--- src/rtl/pps_trk_pkg.sv ---
package pps_trk_pkg;
  // counter width with headroom so the +1% window edge never saturates
  function automatic int unsigned cnt_width(input int unsigned nominal);
    return $clog2(nominal + nominal / 100 + 2) + 1;
  endfunction
endpackage

--- src/rtl/pps_sync_edge.sv ---
module pps_sync_edge (
  input  logic clk_i,
  input  logic rst_ni,
  input  logic pps_i,
  output logic rise_o
);
  logic [2:0] sync_q;

  always_ff @(posedge clk_i or negedge rst_ni) begin
    if (!rst_ni) sync_q <= '0;
    else         sync_q <= {sync_q[1:0], pps_i};
  end

  assign rise_o = sync_q[1] & ~sync_q[2];

  a_r1_rise_single: assert property (@(posedge clk_i) disable iff (!rst_ni)
    rise_o |=> !rise_o);
endmodule

--- src/rtl/pps_period_meas.sv ---
module pps_period_meas #(
  parameter int unsigned NOMINAL = 1000,
  parameter int unsigned CNT_W   = 11,
  parameter int unsigned ERR_W   = CNT_W + 1
) (
  input  logic                    clk_i,
  input  logic                    rst_ni,
  input  logic                    rise_i,
  output logic                    cap_o,
  output logic                    in_win_o,
  output logic signed [ERR_W-1:0] new_err_o,
  output logic signed [ERR_W-1:0] err_o,
  output logic                    valid_o
);
  localparam int unsigned TOL = NOMINAL / 100;
  localparam logic [CNT_W-1:0] WIN_LO  = CNT_W'(NOMINAL - TOL);
  localparam logic [CNT_W-1:0] WIN_HI  = CNT_W'(NOMINAL + TOL);
  localparam logic [CNT_W-1:0] CNT_MAX = '1;
  localparam logic signed [ERR_W-1:0] NOM_S = ERR_W'(NOMINAL);

  logic [CNT_W-1:0]        cnt_q;
  logic                    armed_q;
  logic signed [ERR_W-1:0] err_q;
  logic                    valid_q;

  always_ff @(posedge clk_i or negedge rst_ni) begin
    if (!rst_ni) begin
      cnt_q   <= '0;
      armed_q <= 1'b0;
    end else if (rise_i) begin
      cnt_q   <= CNT_W'(1);
      armed_q <= 1'b1;
    end else if (cnt_q != CNT_MAX) begin
      cnt_q <= cnt_q + CNT_W'(1);
    end
  end

  assign cap_o     = rise_i & armed_q;
  assign in_win_o  = (cnt_q >= WIN_LO) && (cnt_q <= WIN_HI);
  assign new_err_o = NOM_S - $signed({1'b0, cnt_q});

  always_ff @(posedge clk_i or negedge rst_ni) begin
    if (!rst_ni) begin
      err_q   <= '0;
      valid_q <= 1'b0;
    end else begin
      valid_q <= cap_o & in_win_o;
      if (cap_o && in_win_o) err_q <= new_err_o;
    end
  end

  assign err_o   = err_q;
  assign valid_o = valid_q;

  a_r3_cnt_saturates: assert property (@(posedge clk_i) disable iff (!rst_ni)
    (cnt_q == CNT_MAX && !rise_i) |=> (cnt_q == CNT_MAX));
  a_r6_reject_holds_err: assert property (@(posedge clk_i) disable iff (!rst_ni)
    (cap_o && !in_win_o) |=> ($stable(err_q) && !valid_q));
  a_r1_valid_one_cycle: assert property (@(posedge clk_i) disable iff (!rst_ni)
    valid_q |=> !valid_q);
  a_r4_first_edge_silent: assert property (@(posedge clk_i) disable iff (!rst_ni)
    (rise_i && !armed_q) |=> !valid_q);
endmodule

--- src/rtl/pps_lock_det.sv ---
module pps_lock_det #(
  parameter int unsigned ERR_W    = 12,
  parameter int unsigned LOCK_THR = 2,
  parameter int unsigned LOCK_RUN = 4
) (
  input  logic                    clk_i,
  input  logic                    rst_ni,
  input  logic                    cap_i,
  input  logic                    in_win_i,
  input  logic signed [ERR_W-1:0] new_err_i,
  output logic                    lock_o
);
  localparam int unsigned RUN_W = $clog2(LOCK_RUN + 1);
  localparam logic [RUN_W-1:0] RUN_FULL = RUN_W'(LOCK_RUN);

  logic [RUN_W-1:0] run_q;
  logic [ERR_W-1:0] mag;
  logic             good;

  assign mag  = new_err_i[ERR_W-1] ? ERR_W'(-new_err_i) : ERR_W'(new_err_i);
  assign good = in_win_i && (mag <= ERR_W'(LOCK_THR));

  always_ff @(posedge clk_i or negedge rst_ni) begin
    if (!rst_ni)    run_q <= '0;
    else if (cap_i) run_q <= !good ? '0 : (run_q == RUN_FULL) ? run_q : run_q + RUN_W'(1);
  end

  assign lock_o = (run_q == RUN_FULL);

  a_r6_reject_unlocks: assert property (@(posedge clk_i) disable iff (!rst_ni)
    (cap_i && !in_win_i) |=> !lock_o);
  a_r7_lock_needs_meas: assert property (@(posedge clk_i) disable iff (!rst_ni)
    $rose(lock_o) |-> $past(cap_i));
endmodule

--- src/rtl/pps_step_sched.sv ---
module pps_step_sched #(
  parameter int unsigned NOMINAL = 1000,
  parameter int unsigned ERR_W   = 12,
  parameter int unsigned MIN_GAP = 12
) (
  input  logic                    clk_i,
  input  logic                    rst_ni,
  input  logic signed [ERR_W-1:0] err_i,
  output logic                    step_o,
  output logic                    dir_o
);
  localparam int unsigned ACC_W = ERR_W + 1;
  localparam int unsigned GAP_W = $clog2(MIN_GAP);
  localparam logic [GAP_W-1:0] GAP_LAST = GAP_W'(MIN_GAP - 1);
  localparam logic [ACC_W-1:0] NOM_A    = ACC_W'(NOMINAL);

  logic [ACC_W-1:0] acc_q, sum;
  logic [ERR_W-1:0] mag;
  logic [GAP_W-1:0] gap_q;
  logic             pend_q, step_q, zero, carry, gap_ok, issue;

  assign zero   = (err_i == '0);
  assign mag    = err_i[ERR_W-1] ? ERR_W'(-err_i) : ERR_W'(err_i);
  assign sum    = acc_q + ACC_W'(mag);
  assign carry  = !zero && (sum >= NOM_A);
  assign gap_ok = (gap_q == GAP_LAST);
  assign issue  = pend_q && gap_ok && !zero;

  // rate accumulator: one carry per NOMINAL/|err| cycles on average
  always_ff @(posedge clk_i or negedge rst_ni) begin
    if (!rst_ni) begin
      acc_q  <= '0;
      pend_q <= 1'b0;
    end else if (zero) begin
      acc_q  <= '0;
      pend_q <= 1'b0;
    end else begin
      acc_q  <= carry ? sum - NOM_A : sum;
      pend_q <= carry | (pend_q & ~issue);
    end
  end

  always_ff @(posedge clk_i or negedge rst_ni) begin
    if (!rst_ni) begin
      gap_q  <= GAP_LAST;
      step_q <= 1'b0;
    end else begin
      step_q <= issue;
      if (issue)       gap_q <= '0;
      else if (!gap_ok) gap_q <= gap_q + GAP_W'(1);
    end
  end

  assign step_o = step_q;
  assign dir_o  = !err_i[ERR_W-1] && !zero;

  // independent spacing monitor
  localparam int unsigned SIN_W = $clog2(MIN_GAP + 1);
  localparam logic [SIN_W-1:0] SIN_MAX = SIN_W'(MIN_GAP);
  logic [SIN_W-1:0] since_q;
  always_ff @(posedge clk_i or negedge rst_ni) begin
    if (!rst_ni)              since_q <= SIN_MAX;
    else if (step_q)          since_q <= SIN_W'(1);
    else if (since_q != SIN_MAX) since_q <= since_q + SIN_W'(1);
  end

  a_r10_min_spacing: assert property (@(posedge clk_i) disable iff (!rst_ni)
    step_q |-> (since_q == SIN_MAX));
  a_r11_quiet_at_zero: assert property (@(posedge clk_i) disable iff (!rst_ni)
    ($past(zero) && $past(zero, 2)) |-> !step_q);
  a_r10_step_one_cycle: assert property (@(posedge clk_i) disable iff (!rst_ni)
    step_q |=> !step_q);
endmodule

--- src/rtl/pps_err_tracker.sv ---
module pps_err_tracker #(
  parameter int unsigned NOMINAL  = 10_000_000,
  parameter int unsigned LOCK_THR = 2,
  parameter int unsigned LOCK_RUN = 4,
  parameter int unsigned MIN_GAP  = 12,
  localparam int unsigned CNT_W   = pps_trk_pkg::cnt_width(NOMINAL),
  localparam int unsigned ERR_W   = CNT_W + 1
) (
  input  logic                    clk_i,
  input  logic                    rst_ni,
  input  logic                    pps_i,
  output logic signed [ERR_W-1:0] err_o,
  output logic                    meas_valid_o,
  output logic                    step_dir_o,
  output logic                    step_o,
  output logic                    lock_o
);
  logic                    rise, cap, in_win;
  logic signed [ERR_W-1:0] new_err, err;

  pps_sync_edge u_sync (
    .clk_i (clk_i), .rst_ni(rst_ni), .pps_i(pps_i), .rise_o(rise)
  );

  pps_period_meas #(.NOMINAL(NOMINAL), .CNT_W(CNT_W), .ERR_W(ERR_W)) u_meas (
    .clk_i(clk_i), .rst_ni(rst_ni), .rise_i(rise), .cap_o(cap),
    .in_win_o(in_win), .new_err_o(new_err), .err_o(err), .valid_o(meas_valid_o)
  );

  pps_lock_det #(.ERR_W(ERR_W), .LOCK_THR(LOCK_THR), .LOCK_RUN(LOCK_RUN)) u_lock (
    .clk_i(clk_i), .rst_ni(rst_ni), .cap_i(cap), .in_win_i(in_win),
    .new_err_i(new_err), .lock_o(lock_o)
  );

  pps_step_sched #(.NOMINAL(NOMINAL), .ERR_W(ERR_W), .MIN_GAP(MIN_GAP)) u_sched (
    .clk_i(clk_i), .rst_ni(rst_ni), .err_i(err), .step_o(step_o), .dir_o(step_dir_o)
  );

  assign err_o = err;

  a_r5_valid_follows_edge: assert property (@(posedge clk_i) disable iff (!rst_ni)
    meas_valid_o |-> $past(rise));
  a_r8_dir_sign: assert property (@(posedge clk_i) disable iff (!rst_ni)
    step_dir_o |-> (err_o > 0));
endmodule

--- config.mk ---
export PLATFORM = sky130hd
export DESIGN_NAME = pps_err_tracker
export DESIGN_NICKNAME = d
export VERILOG_FILES = /design/src/rtl/pps_trk_pkg.sv /design/src/rtl/pps_sync_edge.sv /design/src/rtl/pps_period_meas.sv /design/src/rtl/pps_lock_det.sv /design/src/rtl/pps_step_sched.sv /design/src/rtl/pps_err_tracker.sv
export SDC_FILE = /design/constraint.sdc
export NUM_CORES = 1
export LEC_CHECK = 0
export BUFFER_PORTS_ARGS = -buffer_cell sky130_fd_sc_hd__buf_4
export CAP_MARGIN = 25
export CORE_ASPECT_RATIO = 1.25
export CORE_MARGIN = 1.5
export CORE_UTILIZATION = 45
export CTS_CLUSTER_SIZE = 14
export DETAILED_ROUTE_END_ITERATION = 12
export PLACE_DENSITY_LB_ADDON = 0.25
export SYNTH_ARGS = -nofsm -noshare
export SYNTH_HDL_FRONTEND = slang
export SYNTH_SLANG_ARGS = --single-unit
export TNS_END_PERCENT = 1
--- constraint.sdc ---
create_clock -name clk_i -period 5.68 [get_ports clk_i]
set_input_delay 1.136 -clock clk_i [delete_from_list [all_inputs] [get_ports clk_i]]
set_output_delay 1.136 -clock clk_i [all_outputs]
set_load 0.01 [all_outputs]
# After elaboration in Yosys (flattened, before gate mapping)
# Cells that the tools add are included.
# Widths: inputs -> output; s select.
dict set report word_totals {
  ff_bits 92
  elab_cells 57
  in_bits 3
  output_inout_bits 30
}
dict set report op_classes {
  n_eq_ne 5
  bitwise_logic 7
  n_reduce_logical 12
  addsub 8
  mux 11
  n_lt_le_gt_ge 4
}
# cell count
set op_table {}
lappend op_table {{$mux 27} 2}
lappend op_table {{$mux 26} 2}
lappend op_table {{$neg 26->26} 2}
lappend op_table {{$mux 25} 2}
lappend op_table {{$add 27x26->27} 1}
lappend op_table {{$ge 27x24->1 const B} 1}
lappend op_table {{$sub 27x24->27 const B} 1}
lappend op_table {{$le 26x2->1 const B} 1}
lappend op_table {{$logic_not 26->1} 1}
lappend op_table {{$sub 24x25->26 const A} 1}
lappend op_table {{$add 25x1->25 const B} 1}
lappend op_table {{$ge 25x24->1 const B} 1}
lappend op_table {{$le 25x24->1 const B} 1}
lappend op_table {{$ne 25x25->1 const B} 1}
lappend op_table {{$mux 4} 2}
lappend op_table {{$logic_and 1x1->1} 7}
lappend op_table {{$mux 3} 2}
lappend op_table {{$add 4x1->4 const B} 1}
lappend op_table {{$and 1x1->1} 4}
lappend op_table {{$eq 4x4->1 const B} 1}
lappend op_table {{$ne 2x2->1 const B} 2}
lappend op_table {{$add 3x1->3 const B} 1}
lappend op_table {{$eq 3x3->1 const B} 1}
lappend op_table {{$logic_not 1->1} 2}
lappend op_table {{5 further kinds} 6}

# Longest topological paths before layout
# Gate-level depths: netlist (run 1).
dict set report logic_depth {
  ltp_word 7
  depth_mapped 24
  depth_no_buf 22
}

# Modules after synthesis
# From an unflattened synthesis (run 1), not the netlist that was laid out.
dict set report hier_totals {
  hier_cells 1049
  area_unflattened_um2 8525.7
}
# module cells_per_inst seq_area_each_um2 area_each_um2 instances
set by_module_without_submodules {}
lappend by_module_without_submodules {pps_step_sched 571 829.5 4351.7 1}
lappend by_module_without_submodules {pps_period_meas 326 1326.3 3059.2 1}
lappend by_module_without_submodules {pps_lock_det 148 75.1 1026.0 1}
lappend by_module_without_submodules {pps_sync_edge 4 75.1 88.8 1}

# Worst setup path after synthesis (run 1)
# OpenSTA, ideal clock, no wires.
dict set report synth_timing {
  kind {register to register}
  from {register u_meas.err_q[14] (netlist: u_meas.err_o[14])}
  to {register u_sched.acc_q[15]}
  arrival_time_ns 4.361
  setup_slack_ns 1.196
  path_stages_with_launch 18
  path_buffers 1
  period_less_slack_ns 4.484
  t_required_ns 5.557
  setup_time_ns 0.123
  path_cell_list {dfrtp_1 -> or4_1 -> or3_1 -> or3_1 -> o41ai_1 -> xnor2_1 -> ha_1 -> a21oi_1 -> o21ai_0 -> a211oi_1 -> o21ai_0 -> a41oi_1 -> xnor2_1 -> nor4_1 -> buf_2 -> nand2_1 -> mux2i_1 -> nor3_1}
}
dict set report synth_via {
  elab_chain_cells 7
  elab_cells_between_ends 10
  classes_between {add/sub: 3; order compare: 1; mux: 3; reduce/logical: 3}
}
# item line_no
set synth_rtl {}
lappend synth_rtl {{start: declaration} pps_period_meas.sv:23} ;# logic signed [ERR_W-1:0] err_q;
lappend synth_rtl {{start signal: assignment} pps_period_meas.sv:48} ;# if (cap_o && in_win_o) err_q <= new_err_o;
lappend synth_rtl {{$neg 26->26} pps_step_sched.sv:23} ;# assign mag = err_i[ERR_W-1] ? ERR_W'(-err_i) : ERR_W'(err_i);
lappend synth_rtl {{$mux 26} pps_step_sched.sv:23}
lappend synth_rtl {{$add 27x26->27} pps_step_sched.sv:24} ;# assign sum = acc_q + ACC_W'(mag);
lappend synth_rtl {{$ge 27x24->1} pps_step_sched.sv:25} ;# assign carry = !zero && (sum >= NOM_A);
lappend synth_rtl {{$logic_and 1x1->1} pps_step_sched.sv:25}
lappend synth_rtl {{$mux 27} pps_step_sched.sv:38} ;# acc_q <= carry ? sum - NOM_A : sum;
lappend synth_rtl {{$mux 27 (*)} pps_step_sched.sv:34} ;# end else if (zero) begin
lappend synth_rtl {{end signal: assignment} pps_step_sched.sv:38}
lappend synth_rtl {{end: declaration} pps_step_sched.sv:17} ;# logic [ACC_W-1:0] acc_q, sum;
# Every way passes the cells marked *; elsewhere a longest branch is shown, timed or not.
# A chain may end at the register's enable or synchronous reset.

# Worst setup path in the final report (run 1)
dict set report layout_timing {
  from {register u_meas.err_q[14] (netlist: u_meas.err_o[14])}
  to {register u_sched.acc_q[18]}
}
# The elaborated chain is that of the path after synthesis.

==> impl_results.rst, run 1 <==
.. list-table::
   :header-rows: 1

   * - Metric
     - Value
   * - Post-synthesis simple-gate area fraction
     - 0.247
   * - Final routed wirelength across all metal layers
     - 19.5 mm
   * - First drt pass iteration count
     - 5
   * - Global-route wire length before repair
     - 32.1 mm
   * - Placement row count
     - 53
   * - Vias in the first global route
     - 6485
   * - Xor/xnor share of the synthesized area
     - 0.0910
   * - CTS root buf
     - sky130_fd_sc_hd__clkbuf_16
   * - CP Max Fanout
     - 11
   * - Setup violators final
     - 0
   * - Crit path arrival time
     - 5.49 ns
   * - Worst ir drop on vdd
     - 0.000111 V
   * - Series of cell instances along the critical path
     - or4_1, or3_1, or3_1, o41ai_1, xnor2_1, ha_1, a21oi_1, o21ai_0, a211oi_1, o21ai_0, nand2_1, xnor2_1, inv_1, a211o_1, o21a_2, o2111ai_1, mux2i_1
   * - # placed instances
     - 1158
   * - Global route overflow
     - 0
   * - Worst-case headroom to the max-slew limit
     - 0.497
   * - Slew at the pin closest to its max-slew limit
     - 0.750 ns
   * - Detailed placer's ending HPWL
     - 14.9 mm
   * - Delay contributed by the slowest stage of the critical path
     - 0.59 ns
   * - Number of max-cap violations
     - 0
   * - Count of unresolved DRC violations after routing
     - 0
   * - Synthesized flop and latch total
     - 92
   * - Maximum clock frequency
     - 192 MHz
   * - Final Hold Violating Endpoints
     - 0
   * - Starting Density
     - 0.457
   * - Drt wl/cell
     - 16.6 um
   * - Unique cell type count in the Yosys netlist
     - 86
   * - Synth top area share
     - 0.290
   * - Final design area excluding fillers
     - 8350 sq um
   * - Class of the tightest hold or removal check
     - reg -> reg
   * - Amount of wire on met2 after detailed routing
     - 9.98 mm
   * - Clock transition time at the flip-flop clock pins of the worst setup and hold paths
     - 0.07 ns
   * - CTS tree
     - done
   * - Most common flop cell mapped by yosys
     - sky130_fd_sc_hd__dfrtp_1
   * - GRT Overall Usage
     - 0.223
   * - Main combinational cell family by area after synthesis
     - simple AND/OR/NAND/NOR gates
   * - Source-to-sink clock delay at the later pin of the worst-skew pair
     - 0.35 ns
   * - Compound-cell area share of the yosys netlist
     - 0.229
   * - Routed metal-1 wirelength
     - 8.45 mm
   * - Die Outline Area
     - 17800 sq um
   * - Buffers inserted during post-CTS setup optimization
     - 0
   * - Top-level I/O count
     - 33
   * - Run status
     - finished clean
   * - Final sum of negative setup slack
     - 0 ns
   * - N_diodes
     - 0
   * - DRT antenna net count
     - 0
   * - CTS HTree Levels
     - 3
   * - Nets in the synthesized netlist
     - 981
   * - Input/output buffers
     - 32
   * - Pin count of the biggest net entering global routing
     - 52
   * - Setup crit end kind
     - flip-flop
   * - Initial DRC Count
     - 410
   * - Most instantiated cells after synthesis
     - sky130_fd_sc_hd__nand2_1 (111), sky130_fd_sc_hd__nor2_1 (100), sky130_fd_sc_hd__dfrtp_1 (89)
   * - Post-synth design cell area
     - 7670 sq um
   * - Adder-cell area share of the yosys netlist
     - 0.0581
   * - Vias after detailed routing
     - 6859
   * - Mean number of vias per cell
     - 5.84
   * - Number of buffer and inverter instances along the worst setup path
     - 1
   * - Worst path required time
     - 5.95 ns
   * - Floorplan die width
     - 120 um
   * - Share of layout cells above drive strength 1
     - 0.113
   * - Portion of netlist area occupied by mux cells
     - 0.0349
   * - Maximum clock skew at final layout
     - 0.00947 ns
   * - Number of antenna violations at the first check in global routing
     - 0
   * - Family with the most delay on the worst path
     - compound AO/OA/AOI/OAI gates
   * - Unrepaired setup endpoints after global routing
     - no
   * - Category of the critical setup timing path
     - reg -> reg
   * - Total power draw
     - 0.00150 W
   * - Core area
     - 16800 sq um
   * - Die boundary height
     - 149 um
   * - Count of flip-flops with a built-in enable after synthesis
     - 0
   * - Startpoint kind of the worst setup timing path
     - flip-flop
   * - CP max-delay cell
     - sky130_fd_sc_hd__or4_1
   * - Relative area change from synthesis to final layout
     - 8.91%
   * - Share of the cycle needed by the critical path after routing
     - 0.919
   * - LEAKAGE
     - 3.77 nW
   * - Clock sinks
     - 92
   * - Maximum count of clock buffers along a single path
     - 2
   * - Detailed route wirelength on metal3
     - 457 um
   * - Count of mapped cells out of synthesis
     - 943
   * - Min Tclk post-route
     - 5.22 ns
   * - Final Instance Count excl. Fillers
     - 1174
   * - Total Nets Final
     - 987
   * - Max Transition Viols Final
     - 0
   * - Post-Place Cell Area
     - 8050 sq um
   * - Final GP Congestion
     - 0.865
   * - Post-synthesis sequential area ratio
     - 0.301
   * - Cts bufs inserted
     - 9
   * - Post-synthesis async set-or-reset flop share
     - 1.00
   * - Cell taking the most area after synthesis
     - sky130_fd_sc_hd__dfrtp_1
   * - Power per cell area
     - 179 nW/um^2
   * - Synthesis warning total
     - 0
   * - Mean instance size in the synthesized netlist
     - 8.13 sq um
   * - Highest signal layer in the routed design
     - met4
   * - Leading cell types by total area after synthesis
     - sky130_fd_sc_hd__dfrtp_1 (29%), sky130_fd_sc_hd__xnor2_1 (6.3%), sky130_fd_sc_hd__ha_1 (5.5%)
   * - Most numerous cell in the Yosys netlist
     - sky130_fd_sc_hd__nand2_1
[where the power goes]
group | internal (W) | leakage, nW | switching (W)
clock | 0.000308 | 0.140 | 0.000289
sequential | 0.000667 | 1.26 | 0.0000480
combinational | 0.0000679 | 2.37 | 0.000117
total | 0.00104 | 3.77 | 0.000454
[placed cells by master, fill, tap and decap left out, drive strengths merged, types with 4 or more instances in the layout]
cell     instances
o211ai          18
buf             38
a21o            24
clkbuf           9
xnor2           56
nor4            12
a31oi            7
nor4b            4
and2             8
nand4           20
mux2             6
nor2           100
o2111ai          6
nor3            24
a21boi           6
nand3           39
and3             8
or3             12
xor2            22
dfrtp           89
o41ai            5
nand3b           5
nand2          111
or4              5
a211oi           9
or2             10
o31ai           13
a21oi           50
ha              34
o21a            10
o21ai           72
nand2b          20
inv             35
mux2i           20
[cell families (layout without fill, tap and decap cells)]
family,count (synthesis),count (layout)
muxes,26,26
and+or+nand+nor,387,387
adders and majority gates,35,35
buffers and inverters,74,85
DFF,92,92
xor gates and xnor gates,78,78
AOI/OAI and AO/OA,251,251
[final cells by class]
cell class | instances | area [sq um]
clock inverter | 7 | 65.1
timing repair buffer | 38 | 285
clock buffer | 9 | 225
fill | 1645 | 8430
multi-input combinational | 777 | 5080
tap | 220 | 275
inverter | 31 | 116
sequential | 92 | 2310
[path summary, 6_finish.rpt]
kind                             startpoint                 to  slack (ns)  depth (start not counted)
setup / recovery           u_meas.err_o[14]  u_sched.acc_q[18]        0.46                         17
setup reg to reg           u_meas.err_o[14]  u_sched.acc_q[18]        0.46                         17
hold / removal             u_sync.sync_q[0]   u_sync.sync_q[1]        0.35                          0
max in group asynchronous            rst_ni   u_meas.err_o[24]        3.85                          2
min in group asynchronous            rst_ni    u_meas.cnt_q[1]        0.77                          1
hold reg to reg            u_sync.sync_q[0]   u_sync.sync_q[1]        0.35                          0
[through the flow]
| step | setup WS [ns] | utilization | hold slack (ns) |
|---|---|---|---|
| global placement | 0.457 | 0.480 | 0.339 |
| global route | 0.101 | 0.498 | 0.361 |
| detailed placement | 0.330 | 0.480 | 0.341 |
| CTS | 0.293 | 0.497 | 0.358 |
| floorplan | 1.20 | - | 0.331 |
| finish | 0.458 | 0.498 | 0.352 |
[metal layers]
metal  up-vias  track usage
li1       3420            -
met1      3277        0.273
met2       121        0.394
met3        41       0.0241
met4         0        0.104
met5         -            0
[repair_timing]
action | in CTS | in global routing
gates resized for setup | 0 | 3
hold buffers | 0 | 0
setup endpoints to repair | 0 | 6
[registers in the layout, summed over array words and instances, names as in the netlist]
signal          count
u_lock.run_q        3
u_meas.armed_q      1
u_meas.cnt_q       25
u_meas.err_o       26
u_meas.valid_o      1
u_sched.acc_q      27
u_sched.gap_q       4
u_sched.pend_q      1
u_sched.step_o      1
u_sync.sync_q       3
Power figures use the tool's default switching activity.
==> inputs of run 2 (changes only) <==
--- a/config.mk
+++ b/config.mk
@@ -12,7 +12,8 @@
 export CORE_UTILIZATION = 45
 export CTS_CLUSTER_SIZE = 14
 export DETAILED_ROUTE_END_ITERATION = 12
-export PLACE_DENSITY_LB_ADDON = 0.25
+export PLACE_DENSITY = 0.68
+export REMOVE_ABC_BUFFERS = 1
 export SYNTH_ARGS = -nofsm -noshare
 export SYNTH_HDL_FRONTEND = slang
 export SYNTH_SLANG_ARGS = --single-unit
==> run 2 against run 1 <==
  * Clock skew is essentially flat
  * Global-route usage decreased by 0.30 points
  * Power is 4.4% higher
  * Critical endpoint is now u_sched.acc_q[8]
  * Largest cell class unchanged
==> impl_results.rst, run 2 (synthesized netlist as in run 1, its figures left out) <==
.. list-table::
   :header-rows: 1

   * - Metric
     - Value
   * - First drt pass iteration count
     - 5 (unchanged)
   * - Global route overflow
     - 0 (unchanged)
   * - Total Nets Final
     - 987 (unchanged)
   * - DRT antenna net count
     - 0 (unchanged)
   * - Class of the tightest hold or removal check
     - reg -> reg
   * - Share of total power in combinational logic
     - 0.119 (-0.005)
   * - Buffers inserted during post-CTS setup optimization
     - 0 (unchanged)
   * - Worst path required time
     - 5.92 ns (-0.03 ns)
   * - Total power draw
     - 0.00156 W (+4.4%)
   * - Category of the critical setup timing path
     - reg -> reg
   * - Number of cells upsized or downsized after cts
     - 0 (unchanged)
   * - Most frequent cells in the layout
     - sky130_fd_sc_hd__nand2_1 (111), sky130_fd_sc_hd__nor2_1 (100), sky130_fd_sc_hd__dfrtp_1 (89)
   * - Vias in the first global route
     - 6466 (-0.29%)
   * - Final sum of negative setup slack
     - 0 ns (unchanged)
   * - Post-route worst setup slack
     - 0.519 ns (+0.0609 ns)
   * - Startpoint kind of the worst setup timing path
     - flip-flop
   * - Vias after detailed routing
     - 6913 (+0.79%)
   * - Input/output buffers
     - 32 (unchanged)
   * - Switching portion of total power
     - 0.266 (-0.0369)
   * - Final routed wirelength across all metal layers
     - 19.3 mm (-1.0%)
   * - Critical path startpoint
     - u_meas.err_o[4]
   * - Drt wl/cell
     - 16.5 um (-1.0%)
   * - Flip-flop count of the largest register, all copies and words added
     - 27 (unchanged)
   * - Worst reg2reg path startpoint
     - u_meas.err_o[4]
   * - Maximum count of clock buffers along a single path
     - 2 (unchanged)
   * - Power per cell area
     - 187 nW/um^2 (+4.1%)
   * - LEAKAGE
     - 3.79 nW (+0.46%)
   * - Leading cell type in the layout, fill and taps excluded
     - sky130_fd_sc_hd__nand2_1
   * - Post-placement worst setup slack
     - 0.560 ns (+0.230 ns)
   * - Number of antenna violations at the first check in global routing
     - 0 (unchanged)
   * - Number of max-cap violations
     - 0 (unchanged)
   * - Min Tclk post-route
     - 5.16 ns (-0.0609 ns)
   * - Layout filler cell count
     - 1613 (-1.9%)
   * - Most flop-heavy register
     - u_sched.acc_q
   * - GRT Overall Usage
     - 0.220 (-0.00298)
   * - Hold slack
     - 0.354 ns (+0.00193 ns)
   * - Max Transition Viols Final
     - 0 (unchanged)
   * - Clock sinks
     - 92 (unchanged)
   * - Sequential group share of total power
     - 0.458 (-0.020)
   * - Cts bufs inserted
     - 9 (unchanged)
   * - Post-Place Cell Area
     - 8050 sq um (unchanged)
   * - Slew at the pin closest to its max-slew limit
     - 0.749 ns (-0.00130 ns)
   * - Placement row count
     - 53 (unchanged)
   * - Top-level I/O count
     - 33 (unchanged)
   * - Share of power burned in the clock network
     - 0.423 (+0.024)
   * - Internal portion of total power
     - 0.00115 W (+9.9%)
   * - CTS HTree Levels
     - 3 (unchanged)
   * - Die Outline Area
     - 17800 sq um (unchanged)
   * - Pin count of the biggest net entering global routing
     - 49 (-5.8%)
   * - Maximum clock frequency
     - 194 MHz (+1.2%)
   * - Initial DRC Count
     - 423 (+3.2%)
   * - Count of unresolved DRC violations after routing
     - 0 (unchanged)
   * - Setup violators final
     - 0 (unchanged)
   * - Run status
     - finished clean
   * - Final design area excluding fillers
     - 8380 sq um (+0.30%)
   * - Maximum clock skew at final layout
     - 0.00938 ns (-0.0000950 ns)
   * - Starting Density
     - 0.457 (unchanged)
   * - CTS root buf
     - sky130_fd_sc_hd__clkbuf_16
   * - Crit path arrival time
     - 5.40 ns (-0.09 ns)
   * - Share of the cycle needed by the critical path after routing
     - 0.909 (-0.0107)
   * - Startpoint of the lowest-slack hold path
     - u_sync.sync_q[0]
   * - Net switching power
     - 0.000416 W (-8.3%)
   * - CP Max Fanout
     - 11 (unchanged)
   * - Floorplan die width
     - 120 um (unchanged)
   * - Worst ir drop on vdd
     - 0.000146 V (+31%)
   * - Final Hold Violating Endpoints
     - 0 (unchanged)
   * - Worst-case headroom to the max-slew limit
     - 0.498 (+0.000874)
   * - CTS tree
     - done
   * - N_diodes
     - 0 (unchanged)
   * - Global-route wire length before repair
     - 32.1 mm (about the same)
   * - Core area
     - 16800 sq um (unchanged)
   * - Share of layout cells above drive strength 1
     - 0.108 (-0.00524)
   * - CTS Hold Bufs
     - 0 (unchanged)
   * - Unrepaired setup endpoints after global routing
     - no
   * - Detailed placer's ending HPWL
     - 14.8 mm (-0.62%)
   * - Die boundary height
     - 149 um (unchanged)
   * - Mean number of vias per cell
     - 5.89 (+0.79%)
   * - Clock transition time at the flip-flop clock pins of the worst setup and hold paths
     - 0.06 ns (about the same)
   * - Setup crit end kind
     - flip-flop
   * - Final GP Congestion
     - 0.900 (+4.0%)
   * - Source-to-sink clock delay at the later pin of the worst-skew pair
     - 0.34 ns (about the same)
   * - Relative area change from synthesis to final layout
     - 9.23%
==> run 2: path summary, 6_finish.rpt <==
check	to	cells after the start	slack [ns]
worst max register to register	u_sched.acc_q[8]	15	0.52
worst min-delay path	u_sync.sync_q[1]	0	0.35
min in group asynchronous	u_sync.sync_q[1]	1	0.78
max in group asynchronous	u_meas.err_o[22]	2	3.84
worst max-delay path	u_sched.acc_q[8]	15	0.52
worst min register to register	u_sync.sync_q[1]	0	0.35
==> run 2: area by class of cell <==
class                      count  area, sq um  share of cell area
timing repair buffer          38          285              0.0341
clock buffer                  13          260              0.0311
clock inverter                 3         68.8             0.00822
sequential                    92         2310               0.275
multi-input combinational    777         5060               0.605
tap                          220          275              0.0329
inverter                      31          116              0.0139
==> run 2: per-layer routing <==
metal | routed length, um | up-vias | share of wire | track usage
met3 | 529 | 33 | 0.027 | 0.0195
li1 | - | 3419 | - | -
met4 | 520 | 0 | 0.027 | 0.0833
met5 | 0 | - | 0 | 0
met1 | 8230 | 3316 | 0.43 | 0.266
met2 | 10100 | 145 | 0.52 | 0.405
==> run 2: stage by stage <==
stage / utilization / instances
2_1_floorplan: - / 900
3_3_place_gp: 0.480 / 1158
3_5_place_dp: 0.480 / 1158
4_1_cts: 0.499 / 1174
5_1_grt: 0.499 / 1174
6_report: 0.499 / 1174
==> run 2: power by group through the flow <==
stage               combinational (W)  sequential (W)  clock (W)
finish                       0.000186        0.000715   0.000662
global route                 0.000207        0.000719   0.000705
CTS                          0.000186        0.000714   0.000681
detailed placement           0.000185        0.000727          0
global placement             0.000184        0.000726          0
floorplan                    0.000136        0.000713          0
==> run 2: worst max-delay path, cell delays in order, from the launching register on <==
cell and delay, ns:
sky130_fd_sc_hd__dfrtp_1 0.44, sky130_fd_sc_hd__nor4_1 0.38, sky130_fd_sc_hd__nand2_1 0.15, sky130_fd_sc_hd__or4_1 0.52, sky130_fd_sc_hd__o41ai_1 0.35, sky130_fd_sc_hd__xnor2_1 0.21, sky130_fd_sc_hd__ha_1 0.35, sky130_fd_sc_hd__a211oi_2 0.35
sky130_fd_sc_hd__a31oi_1 0.20, sky130_fd_sc_hd__a2111oi_0 0.54, sky130_fd_sc_hd__nor4_2 0.12, sky130_fd_sc_hd__nor2_1 0.28, sky130_fd_sc_hd__a211o_1 0.30, sky130_fd_sc_hd__o21a_1 0.45, sky130_fd_sc_hd__nor2_1 0.16, sky130_fd_sc_hd__o31ai_1 0.25
